==> src/rtl/scmd_pkg.sv <==
package scmd_pkg;
  localparam int WORD_W = 32;
  localparam int CMD_W  = 8;
  localparam int RS_BIT = 29;
  localparam int RV_BIT = 28;
  localparam logic [WORD_W-1:0] CFG_WMASK = ~((WORD_W'(1) << RS_BIT) | (WORD_W'(1) << RV_BIT));

  typedef enum logic [1:0] {SEL_OFFSET = 2'd0, SEL_GAIN = 2'd1, SEL_CONFIG = 2'd2, SEL_DATA = 2'd3} reg_sel_e;
  typedef enum logic [1:0] {OP_NONE, OP_WRITE, OP_READ, OP_START} op_e;
  typedef enum logic [1:0] {PH_CMD, PH_WRITE, PH_READ} phase_e;

  typedef struct packed {
    op_e       op;
    reg_sel_e  sel;
    logic [1:0] kind;
  } cmd_dec_t;

  function automatic cmd_dec_t decode_cmd(input logic [CMD_W-1:0] b);
    cmd_dec_t d;
    d.op   = OP_NONE;
    d.sel  = reg_sel_e'(b[1:0]);
    d.kind = b[1:0];
    if (b[7:4] == 4'h0 && !b[2]) begin
      if (b[3])                       d.op = OP_READ;
      else if (b[1:0] != SEL_DATA)    d.op = OP_WRITE;
    end else if (b[7:4] == 4'h8 && b[3:2] == 2'b00) begin
      d.op = OP_START;
    end
    return d;
  endfunction
endpackage

==> src/rtl/scmd_serial.sv <==
module scmd_serial
  import scmd_pkg::*;
#(
  parameter int SYNC_STAGES = 2,
  parameter int W = 32,
  parameter int CW = 8
) (
  input  logic          clk,
  input  logic          rst_n,
  input  logic          cs_n_i,
  input  logic          sclk_i,
  input  logic          mosi_i,
  output logic          miso_o,
  input  logic          word_phase_i,
  input  logic          tx_load_i,
  input  logic [W-1:0]  tx_word_i,
  output logic          cs_active_o,
  output logic          cmd_valid_o,
  output logic [CW-1:0] cmd_byte_o,
  output logic          word_valid_o,
  output logic [W-1:0]  word_o
);
  localparam int CNT_W = $clog2(W);

  logic [SYNC_STAGES-1:0] cs_sync, sclk_sync, mosi_sync;
  logic                   sclk_last;
  logic                   sclk_rise, sclk_fall, mosi_s;
  logic [CNT_W-1:0]       bit_cnt;
  logic [W-2:0]           rx_sh;
  logic [W-1:0]           tx_sh;
  logic                   tx_first;

  always_ff @(posedge clk or negedge rst_n) begin
    if (!rst_n) begin
      cs_sync   <= '1;
      sclk_sync <= '0;
      mosi_sync <= '0;
      sclk_last <= 1'b0;
    end else begin
      cs_sync   <= {cs_sync[SYNC_STAGES-2:0], cs_n_i};
      sclk_sync <= {sclk_sync[SYNC_STAGES-2:0], sclk_i};
      mosi_sync <= {mosi_sync[SYNC_STAGES-2:0], mosi_i};
      sclk_last <= sclk_sync[SYNC_STAGES-1];
    end
  end

  assign cs_active_o = ~cs_sync[SYNC_STAGES-1];
  assign mosi_s      = mosi_sync[SYNC_STAGES-1];
  assign sclk_rise   = cs_active_o &  sclk_sync[SYNC_STAGES-1] & ~sclk_last;
  assign sclk_fall   = cs_active_o & ~sclk_sync[SYNC_STAGES-1] &  sclk_last;

  // receive side: MSB first, sampled on rising edges
  always_ff @(posedge clk or negedge rst_n) begin
    if (!rst_n) begin
      bit_cnt      <= '0;
      rx_sh        <= '0;
      cmd_valid_o  <= 1'b0;
      cmd_byte_o   <= '0;
      word_valid_o <= 1'b0;
      word_o       <= '0;
    end else begin
      cmd_valid_o  <= 1'b0;
      word_valid_o <= 1'b0;
      if (!cs_active_o) begin
        bit_cnt <= '0;
      end else if (sclk_rise) begin
        rx_sh <= {rx_sh[W-3:0], mosi_s};
        if (!word_phase_i && bit_cnt == CNT_W'(CW-1)) begin
          cmd_valid_o <= 1'b1;
          cmd_byte_o  <= {rx_sh[CW-2:0], mosi_s};
          bit_cnt     <= '0;
        end else if (word_phase_i && bit_cnt == CNT_W'(W-1)) begin
          word_valid_o <= 1'b1;
          word_o       <= {rx_sh, mosi_s};
          bit_cnt      <= '0;
        end else begin
          bit_cnt <= bit_cnt + 1'b1;
        end
      end
    end
  end

  // transmit side: new bit after each falling edge of a word phase
  always_ff @(posedge clk or negedge rst_n) begin
    if (!rst_n) begin
      tx_sh    <= '0;
      tx_first <= 1'b0;
      miso_o   <= 1'b0;
    end else if (!cs_active_o) begin
      tx_sh    <= '0;
      tx_first <= 1'b0;
      miso_o   <= 1'b0;
    end else if (sclk_rise && !word_phase_i && bit_cnt == CNT_W'(CW-1)) begin
      tx_sh    <= '0;
      tx_first <= 1'b1;
      miso_o   <= 1'b0;
    end else if (tx_load_i) begin
      tx_sh    <= tx_word_i;
      tx_first <= 1'b1;
    end else if (sclk_fall && word_phase_i) begin
      if (tx_first) begin
        miso_o   <= tx_sh[W-1];
        tx_first <= 1'b0;
      end else begin
        miso_o <= tx_sh[W-2];
        tx_sh  <= {tx_sh[W-2:0], 1'b0};
      end
    end
  end

  a_r3_miso_on_fall: assert property (@(posedge clk) disable iff (!rst_n)
    (cs_active_o && $past(cs_active_o) && !$stable(miso_o)) |-> ($past(sclk_fall) || $past(sclk_rise)));
  a_r6_idle_no_frames: assert property (@(posedge clk) disable iff (!rst_n)
    !cs_active_o |=> (!cmd_valid_o && !word_valid_o));
endmodule

==> src/rtl/scmd_ctrl.sv <==
module scmd_ctrl
  import scmd_pkg::*;
#(
  parameter int W = 32,
  parameter int CW = 8
) (
  input  logic          clk,
  input  logic          rst_n,
  input  logic          cs_active_i,
  input  logic          cmd_valid_i,
  input  logic [CW-1:0] cmd_byte_i,
  input  logic          word_valid_i,
  input  logic [W-1:0]  word_i,
  input  logic          rs_active_i,
  output logic          word_phase_o,
  output logic          rd_strobe_o,
  output reg_sel_e      rd_sel_o,
  output logic          wr_strobe_o,
  output reg_sel_e      wr_sel_o,
  output logic [W-1:0]  wr_data_o,
  output logic          data_readout_o,
  output logic          start_valid_o,
  output logic [1:0]    start_kind_o
);
  phase_e   phase_q;
  reg_sel_e sel_q;
  cmd_dec_t dec;

  assign dec = decode_cmd(cmd_byte_i);

  always_ff @(posedge clk or negedge rst_n) begin
    if (!rst_n) begin
      phase_q       <= PH_CMD;
      sel_q         <= SEL_OFFSET;
      rd_strobe_o   <= 1'b0;
      wr_strobe_o   <= 1'b0;
      wr_data_o     <= '0;
      start_valid_o <= 1'b0;
      start_kind_o  <= '0;
    end else begin
      rd_strobe_o   <= 1'b0;
      wr_strobe_o   <= 1'b0;
      start_valid_o <= 1'b0;
      if (!cs_active_i) begin
        phase_q <= PH_CMD;
      end else begin
        case (phase_q)
          PH_CMD: if (cmd_valid_i) begin
            case (dec.op)
              OP_WRITE: begin phase_q <= PH_WRITE; sel_q <= dec.sel; end
              OP_READ:  begin phase_q <= PH_READ;  sel_q <= dec.sel; rd_strobe_o <= 1'b1; end
              OP_START: if (!rs_active_i) begin
                start_valid_o <= 1'b1;
                start_kind_o  <= dec.kind;
              end
              default: ;
            endcase
          end
          PH_WRITE: if (word_valid_i) begin
            wr_strobe_o <= 1'b1;
            wr_data_o   <= word_i;
            phase_q     <= PH_CMD;
          end
          PH_READ: if (word_valid_i) phase_q <= PH_CMD;
          default: phase_q <= PH_CMD;
        endcase
      end
    end
  end

  assign word_phase_o   = (phase_q != PH_CMD);
  assign rd_sel_o       = sel_q;
  assign wr_sel_o       = sel_q;
  assign data_readout_o = (phase_q == PH_READ) && (sel_q == SEL_DATA);

  a_r4_start_in_cmd: assert property (@(posedge clk) disable iff (!rst_n)
    start_valid_o |-> (phase_q == PH_CMD));
  a_r5_no_data_write: assert property (@(posedge clk) disable iff (!rst_n)
    wr_strobe_o |-> (wr_sel_o != SEL_DATA));
  a_r6_idle_cmd_mode: assert property (@(posedge clk) disable iff (!rst_n)
    !cs_active_i |=> (phase_q == PH_CMD));
endmodule

==> src/rtl/scmd_regs.sv <==
module scmd_regs
  import scmd_pkg::*;
#(
  parameter int W = 32,
  parameter int RST_HOLD = 8,
  parameter logic [W-1:0] GAIN_RST = 32'h0100_0000
) (
  input  logic         clk,
  input  logic         rst_n,
  input  logic         wr_strobe_i,
  input  reg_sel_e     wr_sel_i,
  input  logic [W-1:0] wr_data_i,
  input  logic         rd_strobe_i,
  input  reg_sel_e     rd_sel_i,
  output logic [W-1:0] rd_value_o,
  input  logic         data_readout_i,
  input  logic         conv_valid_i,
  input  logic [W-1:0] conv_data_i,
  output logic         conv_ready_o,
  output logic [W-1:0] cfg_o,
  output logic [W-1:0] offset_o,
  output logic [W-1:0] gain_o,
  output logic         sys_rst_o
);
  localparam int HOLD_W = $clog2(RST_HOLD + 1);

  logic              rs_q, rv_q;
  logic [W-1:0]      cfg_q, data_q;
  logic [HOLD_W-1:0] hold_cnt;
  logic              wr_cfg, wr_rs, rd_cfg, conv_take;

  assign wr_cfg    = wr_strobe_i && (wr_sel_i == SEL_CONFIG);
  assign wr_rs     = wr_data_i[RS_BIT];
  assign rd_cfg    = rd_strobe_i && (rd_sel_i == SEL_CONFIG);
  assign conv_ready_o = !rs_q && !data_readout_i;
  assign conv_take = conv_valid_i && conv_ready_o;

  always_ff @(posedge clk or negedge rst_n) begin
    if (!rst_n) begin
      rs_q     <= 1'b0;
      rv_q     <= 1'b0;
      cfg_q    <= '0;
      offset_o <= '0;
      gain_o   <= GAIN_RST;
      data_q   <= '0;
      hold_cnt <= '0;
    end else begin
      if (wr_cfg) begin
        rs_q  <= wr_rs;
        cfg_q <= (rs_q || wr_rs) ? '0 : (wr_data_i & CFG_WMASK);
      end

      if (wr_cfg && wr_rs) begin
        offset_o <= '0;
        gain_o   <= GAIN_RST;
        data_q   <= '0;
      end else begin
        if (wr_strobe_i && wr_sel_i == SEL_OFFSET && !rs_q) offset_o <= wr_data_i;
        if (wr_strobe_i && wr_sel_i == SEL_GAIN && !rs_q)   gain_o   <= wr_data_i;
        if (conv_take) data_q <= conv_data_i;
      end

      if (wr_cfg && wr_rs && !rs_q)                 hold_cnt <= '0;
      else if (rs_q && hold_cnt != HOLD_W'(RST_HOLD)) hold_cnt <= hold_cnt + 1'b1;

      if (rs_q && hold_cnt == HOLD_W'(RST_HOLD - 1)) rv_q <= 1'b1;
      else if (rd_cfg)                              rv_q <= 1'b0;
    end
  end

  always_comb begin
    cfg_o         = cfg_q;
    cfg_o[RS_BIT] = rs_q;
    cfg_o[RV_BIT] = rv_q;
  end

  always_comb begin
    case (rd_sel_i)
      SEL_OFFSET: rd_value_o = offset_o;
      SEL_GAIN:   rd_value_o = gain_o;
      SEL_CONFIG: rd_value_o = cfg_o;
      default:    rd_value_o = data_q;
    endcase
  end

  assign sys_rst_o = rs_q;

  a_r9_rv_needs_rs: assert property (@(posedge clk) disable iff (!rst_n)
    $rose(rv_q) |-> $past(rs_q));
  a_r9_rv_write_immune: assert property (@(posedge clk) disable iff (!rst_n)
    (wr_cfg && !rd_cfg && !rs_q) |=> (rv_q == $past(rv_q)));
  a_r10_rv_clear_on_read: assert property (@(posedge clk) disable iff (!rst_n)
    (rd_cfg && !rs_q) |=> !rv_q);
  a_r8_held_in_reset: assert property (@(posedge clk) disable iff (!rst_n)
    rs_q |-> (cfg_q == '0 && offset_o == '0 && gain_o == GAIN_RST));
  a_r11_hold_refused: assert property (@(posedge clk) disable iff (!rst_n)
    (conv_valid_i && !conv_ready_o && !wr_cfg) |=> $stable(data_q));
endmodule

==> src/rtl/adc_serial_ctrl.sv <==
module adc_serial_ctrl
  import scmd_pkg::*;
#(
  parameter int SYNC_STAGES = 2,
  parameter int RST_HOLD = 8,
  parameter logic [31:0] GAIN_RST = 32'h0100_0000
) (
  input  logic        clk,
  input  logic        rst_n,
  input  logic        spi_cs_n,
  input  logic        spi_sclk,
  input  logic        spi_mosi,
  output logic        spi_miso,
  input  logic        conv_valid,
  output logic        conv_ready,
  input  logic [31:0] conv_data,
  output logic        start_valid,
  output logic [1:0]  start_kind,
  output logic [31:0] cfg_word,
  output logic [31:0] offset_word,
  output logic [31:0] gain_word,
  output logic        soft_rst
);
  logic              cs_active, cmd_valid, word_valid, word_phase;
  logic [CMD_W-1:0]  cmd_byte;
  logic [WORD_W-1:0] rx_word, wr_data, rd_value;
  logic              rd_strobe, wr_strobe, data_readout;
  reg_sel_e          rd_sel, wr_sel;

  scmd_serial #(.SYNC_STAGES(SYNC_STAGES), .W(WORD_W), .CW(CMD_W)) u_serial (
    .clk(clk), .rst_n(rst_n), .cs_n_i(spi_cs_n), .sclk_i(spi_sclk), .mosi_i(spi_mosi),
    .miso_o(spi_miso), .word_phase_i(word_phase), .tx_load_i(rd_strobe), .tx_word_i(rd_value),
    .cs_active_o(cs_active), .cmd_valid_o(cmd_valid), .cmd_byte_o(cmd_byte),
    .word_valid_o(word_valid), .word_o(rx_word)
  );

  scmd_ctrl #(.W(WORD_W), .CW(CMD_W)) u_ctrl (
    .clk(clk), .rst_n(rst_n), .cs_active_i(cs_active), .cmd_valid_i(cmd_valid),
    .cmd_byte_i(cmd_byte), .word_valid_i(word_valid), .word_i(rx_word), .rs_active_i(soft_rst),
    .word_phase_o(word_phase), .rd_strobe_o(rd_strobe), .rd_sel_o(rd_sel),
    .wr_strobe_o(wr_strobe), .wr_sel_o(wr_sel), .wr_data_o(wr_data),
    .data_readout_o(data_readout), .start_valid_o(start_valid), .start_kind_o(start_kind)
  );

  scmd_regs #(.W(WORD_W), .RST_HOLD(RST_HOLD), .GAIN_RST(GAIN_RST)) u_regs (
    .clk(clk), .rst_n(rst_n), .wr_strobe_i(wr_strobe), .wr_sel_i(wr_sel), .wr_data_i(wr_data),
    .rd_strobe_i(rd_strobe), .rd_sel_i(rd_sel), .rd_value_o(rd_value),
    .data_readout_i(data_readout), .conv_valid_i(conv_valid), .conv_data_i(conv_data),
    .conv_ready_o(conv_ready), .cfg_o(cfg_word), .offset_o(offset_word), .gain_o(gain_word),
    .sys_rst_o(soft_rst)
  );
endmodule

==> config.mk <==
export PLATFORM = sky130hd
export DESIGN_NAME = adc_serial_ctrl
export DESIGN_NICKNAME = d
export VERILOG_FILES = /design/src/rtl/scmd_pkg.sv /design/src/rtl/scmd_serial.sv /design/src/rtl/scmd_ctrl.sv /design/src/rtl/scmd_regs.sv /design/src/rtl/adc_serial_ctrl.sv
export SDC_FILE = /design/constraint.sdc
export NUM_CORES = 1
export LEC_CHECK = 0
export BUFFER_PORTS_ARGS = -buffer_cell sky130_fd_sc_hd__buf_2
export CORE_MARGIN = 2
export CORE_UTILIZATION = 29
export DETAILED_ROUTE_END_ITERATION = 6
export HOLD_SLACK_MARGIN = 0.06
export SYNTH_ARGS = -nofsm -noshare
export SYNTH_HDL_FRONTEND = slang
export SYNTH_SLANG_ARGS = --single-unit
==> constraint.sdc <==
create_clock -name clk -period 6.35 [get_ports clk]
set_input_delay 0.635 -clock clk [delete_from_list [all_inputs] [get_ports clk]]
set_output_delay 0.635 -clock clk [all_outputs]
set_load 0.05 [all_outputs]
==> results.sh, run 1 <==
export IMPL_status="finished, final reports clean"
export IMPL_io_pins=140
export IMPL_syn_to_final_growth_pct=16.9
export IMPL_r2r_worst_path_cells=5
export IMPL_critPathRequiredTime_ns=5.71
export IMPL_ys_types=49
export IMPL_synth_adder_area_share_pct=0.974
export IMPL_grt_pass1_wl_um=54700
export IMPL_rrSetupSlack_ns=3.54
export IMPL_arrival_ns=2.39
export IMPL_synth_avg_cell_area_um2=10.5
export IMPL_h_tree_depth=1
export IMPL_crit_path_max_fanout=23
export IMPL_ys_seq_area_share_pct=56.9
export IMPL_core_um2=43900
export IMPL_synth_compound_area_share_pct=9.05
export IMPL_crit_buf_inv=2
export IMPL_start_kind="flop"
export IMPL_cts_setup_buffers=0
export IMPL_start_util_pct=29.2
export IMPL_drv_slew=0
export IMPL_hold_class="input pin to async pin"
export IMPL_synth_fp_nets=1271
export IMPL_hpwl_um=21600
export IMPL_maxSlewHeadroom_pct=17.0
export IMPL_powerDensity_nw_per_um2=253
export IMPL_vias=9154
export IMPL_layout_drive_gt1_share_pct=25.4
export IMPL_instances_no_fill=1942
export IMPL_synth_xor_xnor_area_share_pct=0.0682
export IMPL_synth_warnings=0
export IMPL_std_cell_rows=77
export IMPL_hold_buffers=0
export IMPL_fp_dieW_um=214
export IMPL_firstDrtPassIters=5
export IMPL_synth_top_family_by_area="simple AND/OR/NAND/NOR gates"
export IMPL_synth_simple_area_share_pct=17.1
export IMPL_timing_setup_tns_ns=0
export IMPL_path_cells="buf_4 -> a31oi_1 -> buf_2"
export IMPL_clockRootBuffer="clkbuf_16"
export IMPL_vdd_drop_max_uv=190
export IMPL_p_leak_nw=7.10
export IMPL_critPathKind="flop to primary output"
export IMPL_crit_path_end_kind="primary output"
export IMPL_wl_per_cell_um=17.5
export IMPL_synth_seq_cells=292
export IMPL_yosys_area_top_type="dfrtp_1"
export IMPL_grt_setup_unrepaired="no"
export IMPL_die_h_um=214
export IMPL_layout_common_cells="457 x nand2_1, 286 x dfrtp_1, 138 x buf_2"
export IMPL_setup_viol_count_final=0
export IMPL_cts_resized_gates=0
export IMPL_worst_slew_pin_slew_ns=1.24
export IMPL_clock_sinks=292
export IMPL_drc_errors=0
export IMPL_port_buffers=139
export IMPL_path_clk_slew_ns=0.06
export IMPL_synth_main_ff_cell="dfrtp_1"
export IMPL_dp_slack_ns=3.51
export IMPL_r2r_start="u_serial.sclk_sync[1]"
export IMPL_cts_max_path_buffers=3
export IMPL_crit_path_top_delay_cell="dfrtp_2"
export IMPL_postRouteAntennaNets=0
export IMPL_grt_util_all_layers_pct=14.8
export IMPL_maxCapViolCount=0
export IMPL_wl_um=33900
export IMPL_async_reset_ff_share_pct=100
export IMPL_synthTopCellsByArea="dfrtp_1 56%, nand2_1 13%, mux4_2 5.6%"
export IMPL_cts_buffers=30
export IMPL_dp_cells=1885
export IMPL_timing_final_ws_setup_ns=3.33
export IMPL_holdWs_ns=0.160
export IMPL_nets=1373
export IMPL_die_area_um2=46000
export IMPL_grt_pass1_vias=9413
export IMPL_clk_insertion_delay_late_ns=0.55
export IMPL_final_common_cell="nand2_1"
export IMPL_syn_instance_count=1223
export IMPL_synth_top_area_share_pct=56.3
export IMPL_grt_max_degree=180
export IMPL_grt_ovfl_total=0
export IMPL_first_iter_violations=857
export IMPL_r2r_end="u_serial.tx_sh[0]"
export IMPL_synth_edf_count=0
export IMPL_antenna_found_initial=5
export IMPL_netlist_area_um2=12800
export IMPL_synth_mux_area_fraction_pct=12.1
export IMPL_period_needed_ns=3.02
export IMPL_period_share_pct=47.6
export IMPL_route_detailed_vias_per_inst=4.71
export IMPL_timing_fmax_mhz=331
export IMPL_final_core_util_pct=34.2
export IMPL_skew_ns=0.0116
export IMPL_cts_tree="yes"
export IMPL_cp_top_family="flip-flops"
export IMPL_routabilityCongestion=0.759
export IMPL_slowest_delay_ns=0.81
export IMPL_finalHoldViolCount=0
-- logic make-up (layout without fill, tap and decap cells) --
group | after synthesis | count (layout)
DFF | 292 | 292
xor gates and xnor gates | 1 | 1
AOI/OAI and AO/OA | 181 | 181
buffers and inverters | 96 | 221
and+or+nand+nor | 533 | 533
adders and majority gates | 10 | 10
muxes | 110 | 110
other | 0 | 2
-- report_power, final --
group / switching, mW / total, mW / internal, mW
registers: 0.0305 / 1.93 / 1.90
clock network: 0.723 / 1.77 / 1.05
logic: 0.0778 / 0.107 / 0.0291
-- stage by stage --
step / total power [mW] / instance area [um2]
finish: 3.81 / 15000
global route: 3.95 / 15000
CTS: 3.86 / 15000
detailed placement: 2.07 / 14000
global placement: 2.07 / 14000
floorplan: 1.99 / 12800
-- routing by layer --
layer | up-vias | track usage (%) | routed length, um | part of all wire, %
li1 | 4282 | - | - | -
met3 | 48 | 3.43 | 2300 | 6.8
met4 | 8 | 3.66 | 597 | 1.8
met5 | - | 0 | 51 | 0.15
met2 | 241 | 24.1 | 16000 | 47
met1 | 4575 | 19.9 | 14900 | 44
-- how the worst max path moves through the flow --
stage,end,cells after the start,start,slack (ns)
after floorplan,u_ctrl.phase_q[0],7,u_serial.cmd_byte_o[5],3.89
after global placement,u_serial.tx_sh[0],5,u_serial.sclk_sync[1],3.53
after detailed placement,u_serial.tx_sh[0],5,u_serial.sclk_sync[1],3.51
after CTS,conv_ready,3,u_ctrl.rd_sel_o[0],3.26
after global routing,conv_ready,3,u_ctrl.rd_sel_o[0],3.16
final,conv_ready,3,u_ctrl.rd_sel_o[0],3.33
-- registers in the layout, indices dropped and copies added (netlist names), 2 cells and up --
| register | count |
|---|---|
| u_regs.cfg_q | 30 |
| u_regs.data_q | 32 |
| u_serial.tx_sh | 32 |
| u_serial.bit_cnt | 5 |
| u_ctrl.wr_data_o | 32 |
| u_serial.cmd_byte_o | 8 |
| u_regs.gain_o | 32 |
| u_ctrl.start_kind_o | 2 |
| u_ctrl.rd_sel_o | 2 |
| u_ctrl.phase_q | 2 |
| u_regs.offset_o | 32 |
| u_regs.hold_cnt | 4 |
| u_serial.sclk_sync | 2 |
| u_serial.rx_sh | 31 |
| u_serial.mosi_sync | 2 |
| u_serial.word_o | 32 |
| u_serial.cs_sync | 2 |
-- area by class of cell --
| type | instances | area, um2 |
|---|---|---|
| diodes | 2 | 5.00 |
| clock buffers | 44 | 895 |
| clock inverters | 11 | 110 |
| fillers | 4499 | 28900 |
| inverters | 13 | 48.8 |
| multi-input cells | 835 | 5080 |
| flip-flops and latches | 292 | 7310 |
| well taps | 592 | 741 |
| repair buffers | 153 | 823 |
-- worst reg2reg max path, cell delays in order, from the launching register on --
cell	delay, ns
dfrtp_1	0.42
nor3b_4	0.20
buf_4	0.37
nand3_1	0.48
nand2b_2	1.03
nor2_1	0.14
-- synthesized netlist by cell type (10+ instances only) --
| cell | n |
|---|---|
| a211oi_2 | 28 |
| a21oi_1 | 101 |
| buf_2 | 21 |
| clkbuf_1 | 42 |
| dfrtp_1 | 289 |
| ha_1 | 10 |
| inv_1 | 12 |
| mux2_2 | 36 |
| mux2i_1 | 33 |
| mux4_2 | 32 |
| nand2_1 | 458 |
| nor2_1 | 11 |
| nor2_2 | 27 |
| o21ai_0 | 36 |
(Power assumes the default switching activity.)
==> inputs of run 2 (changes only) <==
Clock period 6.35 ns to 2.4 ns, I/O delays scaled along.
==> results.sh, run 2 (synthesis results as in run 1) <==
export IMPL_pwr_share_seq_pct=50.1
export IMPL_maxSlewHeadroom_pct=50.6
export IMPL_r2r_worst_path_cells=7
export IMPL_core_um2=43900
export IMPL_clock_sinks=292
export IMPL_crit_path_start="u_serial.cmd_byte_o[5]"
export IMPL_route_detailed_vias_per_inst=4.67
export IMPL_postRouteAntennaNets=0
export IMPL_io_pins=140
export IMPL_final_common_cell="nand2_1"
export IMPL_first_iter_violations=752
export IMPL_placed_cell_area_um2=14400
export IMPL_rrSetupSlack_ns=0.02
export IMPL_grt_pass1_vias=9744
export IMPL_clock_power_share_pct=46.3
export IMPL_arrival_ns=2.87
export IMPL_r2r_end="u_ctrl.phase_q[0]"
export IMPL_syn_to_final_growth_pct=22.9
export IMPL_grtUsageMet2_pct=25.6
export IMPL_endpoint="u_ctrl.phase_q[0]"
export IMPL_fp_dieW_um=214
export IMPL_intPower_mw=7.88
export IMPL_grt_util_met1_pct=20.7
export IMPL_crit_path_end_kind="flop"
export IMPL_drv_slew=0
export IMPL_finalHoldViolCount=0
export IMPL_hold_class="input pin to async pin"
export IMPL_wl_per_cell_um=17.5
export IMPL_vias=9379
export IMPL_path_clk_slew_ns=0.06
export IMPL_switchingPower_mw=2.27
export IMPL_routabilityCongestion=0.791
export IMPL_critPathRequiredTime_ns=2.88
export IMPL_grt_util_all_layers_pct=15.4
export IMPL_hpwl_um=23000
export IMPL_clk_insertion_delay_late_ns=0.59
export IMPL_wl_um=35100
export IMPL_setup_viol_count_final=0
export IMPL_nets=1443
export IMPL_grt_pass1_wl_um=56400
export IMPL_layout_drive_gt1_share_pct=26.5
export IMPL_design_area_um2=15800
export IMPL_maxCapViolCount=0
export IMPL_num_antenna_cells=0
export IMPL_grt_ovfl_total=0
export IMPL_vdd_drop_max_uv=566
export IMPL_p_leak_nw=7.45
export IMPL_die_area_um2=46000
export IMPL_cts_buffers=31
export IMPL_skew_ns=0.0311
export IMPL_switching_share_pct=22.3
export IMPL_r2r_start="u_serial.cmd_byte_o[5]"
export IMPL_busiest_layer="met2"
export IMPL_die_h_um=214
export IMPL_critPathKind="flop to flop"
export IMPL_grt_max_degree=89
export IMPL_period_share_pct=99.3
export IMPL_cts_max_path_buffers=3
export IMPL_cts_setup_buffers=0
export IMPL_grt_setup_unrepaired="yes"
export IMPL_powerDensity_nw_per_um2=643
export IMPL_firstDrtPassIters=5
export IMPL_crit_path_max_fanout=2
export IMPL_h_tree_depth=1
export IMPL_cts_tree="yes"
export IMPL_drc_errors=0
export IMPL_status="finished, final reports clean"
export IMPL_clockRootBuffer="clkbuf_16"
export IMPL_p_comb_share_pct=3.6
export IMPL_port_buffers=139
export IMPL_std_cell_rows=77
export IMPL_period_needed_ns=2.38
export IMPL_antenna_found_initial=0
export IMPL_timing_fmax_mhz=420
export IMPL_grt_use_met3_pct=2.54
export IMPL_layout_common_cells="457 x nand2_1, 286 x dfrtp_1, 138 x buf_2"
export IMPL_holdWs_ns=0.266
export IMPL_worst_slew_pin_slew_ns=0.741
export IMPL_start_kind="flop"
export IMPL_start_util_pct=29.2
-- run 2: cell count changes in the layout (fill, tap and decap cells not counted), sizes merged --
cell,delta
inv,+1
buf,+33
dlygate4sd3,+36
diode,-2
clkbuf,+3
clkinvlp,-2
clkinv,-1
-- run 2: metrics by stage --
| step | total power [mW] | instances | worst slack [ns] | utilization [%] | TNS, ns |
|---|---|---|---|---|---|
| CTS | 10.3 | 2010 | 0.00188 | 35.9 | 0 |
| finish | 10.1 | 2010 | 0.0167 | 35.9 | 0 |
| global route | 10.5 | 2010 | -0.0591 | 35.9 | -0.0945 |
| detailed placement | 5.50 | 1918 | -0.0398 | 32.8 | -0.0562 |
| floorplan | 5.27 | 1223 | 0.000570 | - | 0 |
| global placement | 5.49 | 1918 | 0.000928 | 32.8 | 0 |
-- run 2: layer usage --
metal	vias to the layer above	share of wire, %
met1	4706	45
met3	52	4.3
met5	-	0
li1	4408	-
met4	0	2.6
met2	213	48
-- run 2: worst min path at each step --
stage / depth (start not counted) / start / to
after floorplan: 0 / rst_n / u_ctrl.phase_q[0]
after CTS: 2 / rst_n / u_serial.tx_sh[15]
after detailed placement: 1 / rst_n / u_serial.tx_sh[15]
final: 2 / rst_n / u_serial.tx_sh[15]
after global routing: 2 / spi_sclk / u_serial.sclk_sync[0]
after global placement: 1 / rst_n / u_serial.tx_sh[16]
-- run 2: area by class of cell --
class / instances / area, um2
multi-input cells: 835 / 5120
flip-flops and latches: 292 / 7310
inverters: 13 / 48.8
repair buffers: 222 / 1570
well taps: 592 / 741
clock buffers: 47 / 876
clock inverters: 9 / 114
fillers: 4437 / 28100
-- run 2: power groups by stage --
stage,combinational [mW],clock (mW),sequential [mW]
6_report,0.362,4.70,5.09
2_1_floorplan,0.122,0,5.15
5_1_grt,0.415,5.04,5.09
3_3_place_gp,0.318,0,5.17
3_5_place_dp,0.325,0,5.18
4_1_cts,0.372,4.83,5.09
-- run 2: critical path, cell delays in order, from the launching register on --
cell     delay, ns
dfrtp_1       0.38
or4_4         0.54
or3_4         0.35
ha_2          0.20
or3b_4        0.39
a21oi_4       0.17
o22ai_2       0.09
a22o_1        0.18
-- run 2: timing repair --
action / CTS / global route
hold endpoints to repair: 115 / 0
hold buffers: 36 / 0
pin swaps: 1 / 3
resized for setup: 2 / 5
setup endpoints to repair: 2 / 4
==> inputs of run 3 (changes only) <==
Settings changed: RECOVER_POWER set to 50.
==> results.sh, run 3 (synthesis results as in run 1) <==
export IMPL_num_antenna_cells=0
export IMPL_nFillCells=4462
export IMPL_layout_common_cells="457 x nand2_1, 286 x dfrtp_1, 102 x buf_2"
export IMPL_cts_max_path_buffers=3
export IMPL_placed_cell_area_um2=14400
export IMPL_std_cell_rows=77
export IMPL_worst_slew_pin_slew_ns=1.27
export IMPL_r2r_start="u_serial.cmd_byte_o[5]"
export IMPL_cts_setup_buffers=0
export IMPL_die_area_um2=46000
export IMPL_syn_to_final_growth_pct=21.9
export IMPL_critPathKind="flop to flop"
export IMPL_hpwl_um=23000
export IMPL_hold_class="input pin to flop"
export IMPL_dp_cells=1918
export IMPL_setup_viol_count_final=0
export IMPL_maxCapViolCount=0
export IMPL_io_pins=140
export IMPL_first_iter_violations=720
export IMPL_final_common_cell="nand2_1"
export IMPL_powerDensity_nw_per_um2=646
export IMPL_multiInputGateArea_um2=5120
export IMPL_firstDrtPassIters=5
export IMPL_drc_errors=0
export IMPL_fp_dieW_um=214
export IMPL_cts_buffers=31
export IMPL_vias=9429
export IMPL_grt_util_all_layers_pct=15.4
export IMPL_grt_setup_unrepaired="yes"
export IMPL_start_kind="flop"
export IMPL_holdWs_ns=0.339
export IMPL_cts_tree="yes"
export IMPL_dp_slack_ns=-0.0398
export IMPL_antenna_found_initial=0
export IMPL_hold_path_startpoint="spi_cs_n"
export IMPL_seq_area_um2=7310
export IMPL_finalHoldViolCount=0
export IMPL_grt_pass1_wl_um=56400
export IMPL_status="finished, final reports clean"
export IMPL_routabilityCongestion=0.791
export IMPL_period_needed_ns=2.39
export IMPL_clk_insertion_delay_late_ns=0.59
export IMPL_nets=1443
export IMPL_path_clk_slew_ns=0.06
export IMPL_drv_slew=0
export IMPL_p_leak_nw=7.26
export IMPL_start_util_pct=29.2
export IMPL_grt_ovfl_total=0
export IMPL_timing_fmax_mhz=419
export IMPL_wl_per_cell_um=17.5
export IMPL_design_area_um2=15700
export IMPL_timing_final_ws_setup_ns=0.0139
export IMPL_grt_max_degree=89
export IMPL_crit_path_end_kind="flop"
export IMPL_period_share_pct=99.4
export IMPL_arrival_ns=2.87
export IMPL_clockRootBuffer="clkbuf_16"
export IMPL_route_detailed_vias_per_inst=4.69
export IMPL_final_core_util_pct=35.7
export IMPL_crit_path_start="u_serial.cmd_byte_o[5]"
export IMPL_h_tree_depth=1
export IMPL_crit_path_max_fanout=2
export IMPL_layout_drive_gt1_share_pct=23.9
export IMPL_wl_um=35100
export IMPL_maxSlewHeadroom_pct=15.5
export IMPL_totalPowerFinal_mw=10.1
export IMPL_vdd_drop_max_uv=564
export IMPL_clock_sinks=292
export IMPL_postRouteAntennaNets=0
export IMPL_rrSetupSlack_ns=0.01
export IMPL_instances_no_fill=2010
export IMPL_port_buffers=139
export IMPL_grt_pass1_vias=9744
export IMPL_skew_ns=0.0295
export IMPL_critPathRequiredTime_ns=2.88
export IMPL_die_h_um=214
export IMPL_timing_setup_tns_ns=0
export IMPL_core_um2=43900
## run 3: changes by cell type in the layout (fill, tap and decap cells not counted)
cell and delta:
clkbuf_4 +2, clkbuf_1 +37, buf_4 -4, clkbuf_2 +6, buf_2 -36, buf_8 -1
buf_12 -4
## run 3: layer usage
layer | GRT usage (%) | up-vias | share of wire [%]
met3 | 2.54 | 54 | 4.9
met5 | 0 | - | 0
met4 | 4.40 | 0 | 2.6
li1 | - | 4417 | -
met2 | 25.6 | 256 | 48
met1 | 20.7 | 4702 | 44
## run 3: cell type report
class	count	share of cell area, %
Multi-Input combinational cell	835	32.7
Sequential cell	292	46.7
Clock inverter	9	0.727
Clock buffer	47	5.59
Timing Repair Buffer	222	9.24
Tap cell	592	4.73
Inverter	13	0.312
## run 3: worst paths after layout
path                                              end  cells past startpoint
worst max-delay path                u_ctrl.phase_q[0]                      7
worst min-delay path              u_serial.cs_sync[0]                      2
worst max register to register      u_ctrl.phase_q[0]                      7
worst min register to register  u_serial.mosi_sync[1]                      0
max in group asynchronous             u_regs.cfg_q[2]                      3
min in group asynchronous          u_serial.tx_sh[15]                      2
## run 3: critical path, cell delays in order, from the launching register on
cell     delay [ns]
dfrtp_1        0.38
or4_4          0.54
or3_4          0.35
ha_2           0.20
or3b_4         0.39
a21oi_4        0.17
o22ai_2        0.09
a22o_1         0.18
## run 3: report_power, final
group	total, mW	switching, mW	internal (mW)
registers	5.09	0.0733	5.01
clock network	4.68	1.95	2.73
logic	0.346	0.224	0.122
## run 3: repair_timing
item | 4_1_cts | 5_1_grt
hold buffers | 36 | 0
pin swaps | 1 | 3
hold endpoints to repair | 115 | 0
endpoints found under the setup margin | 2 | 4
resized for setup | 2 | 5
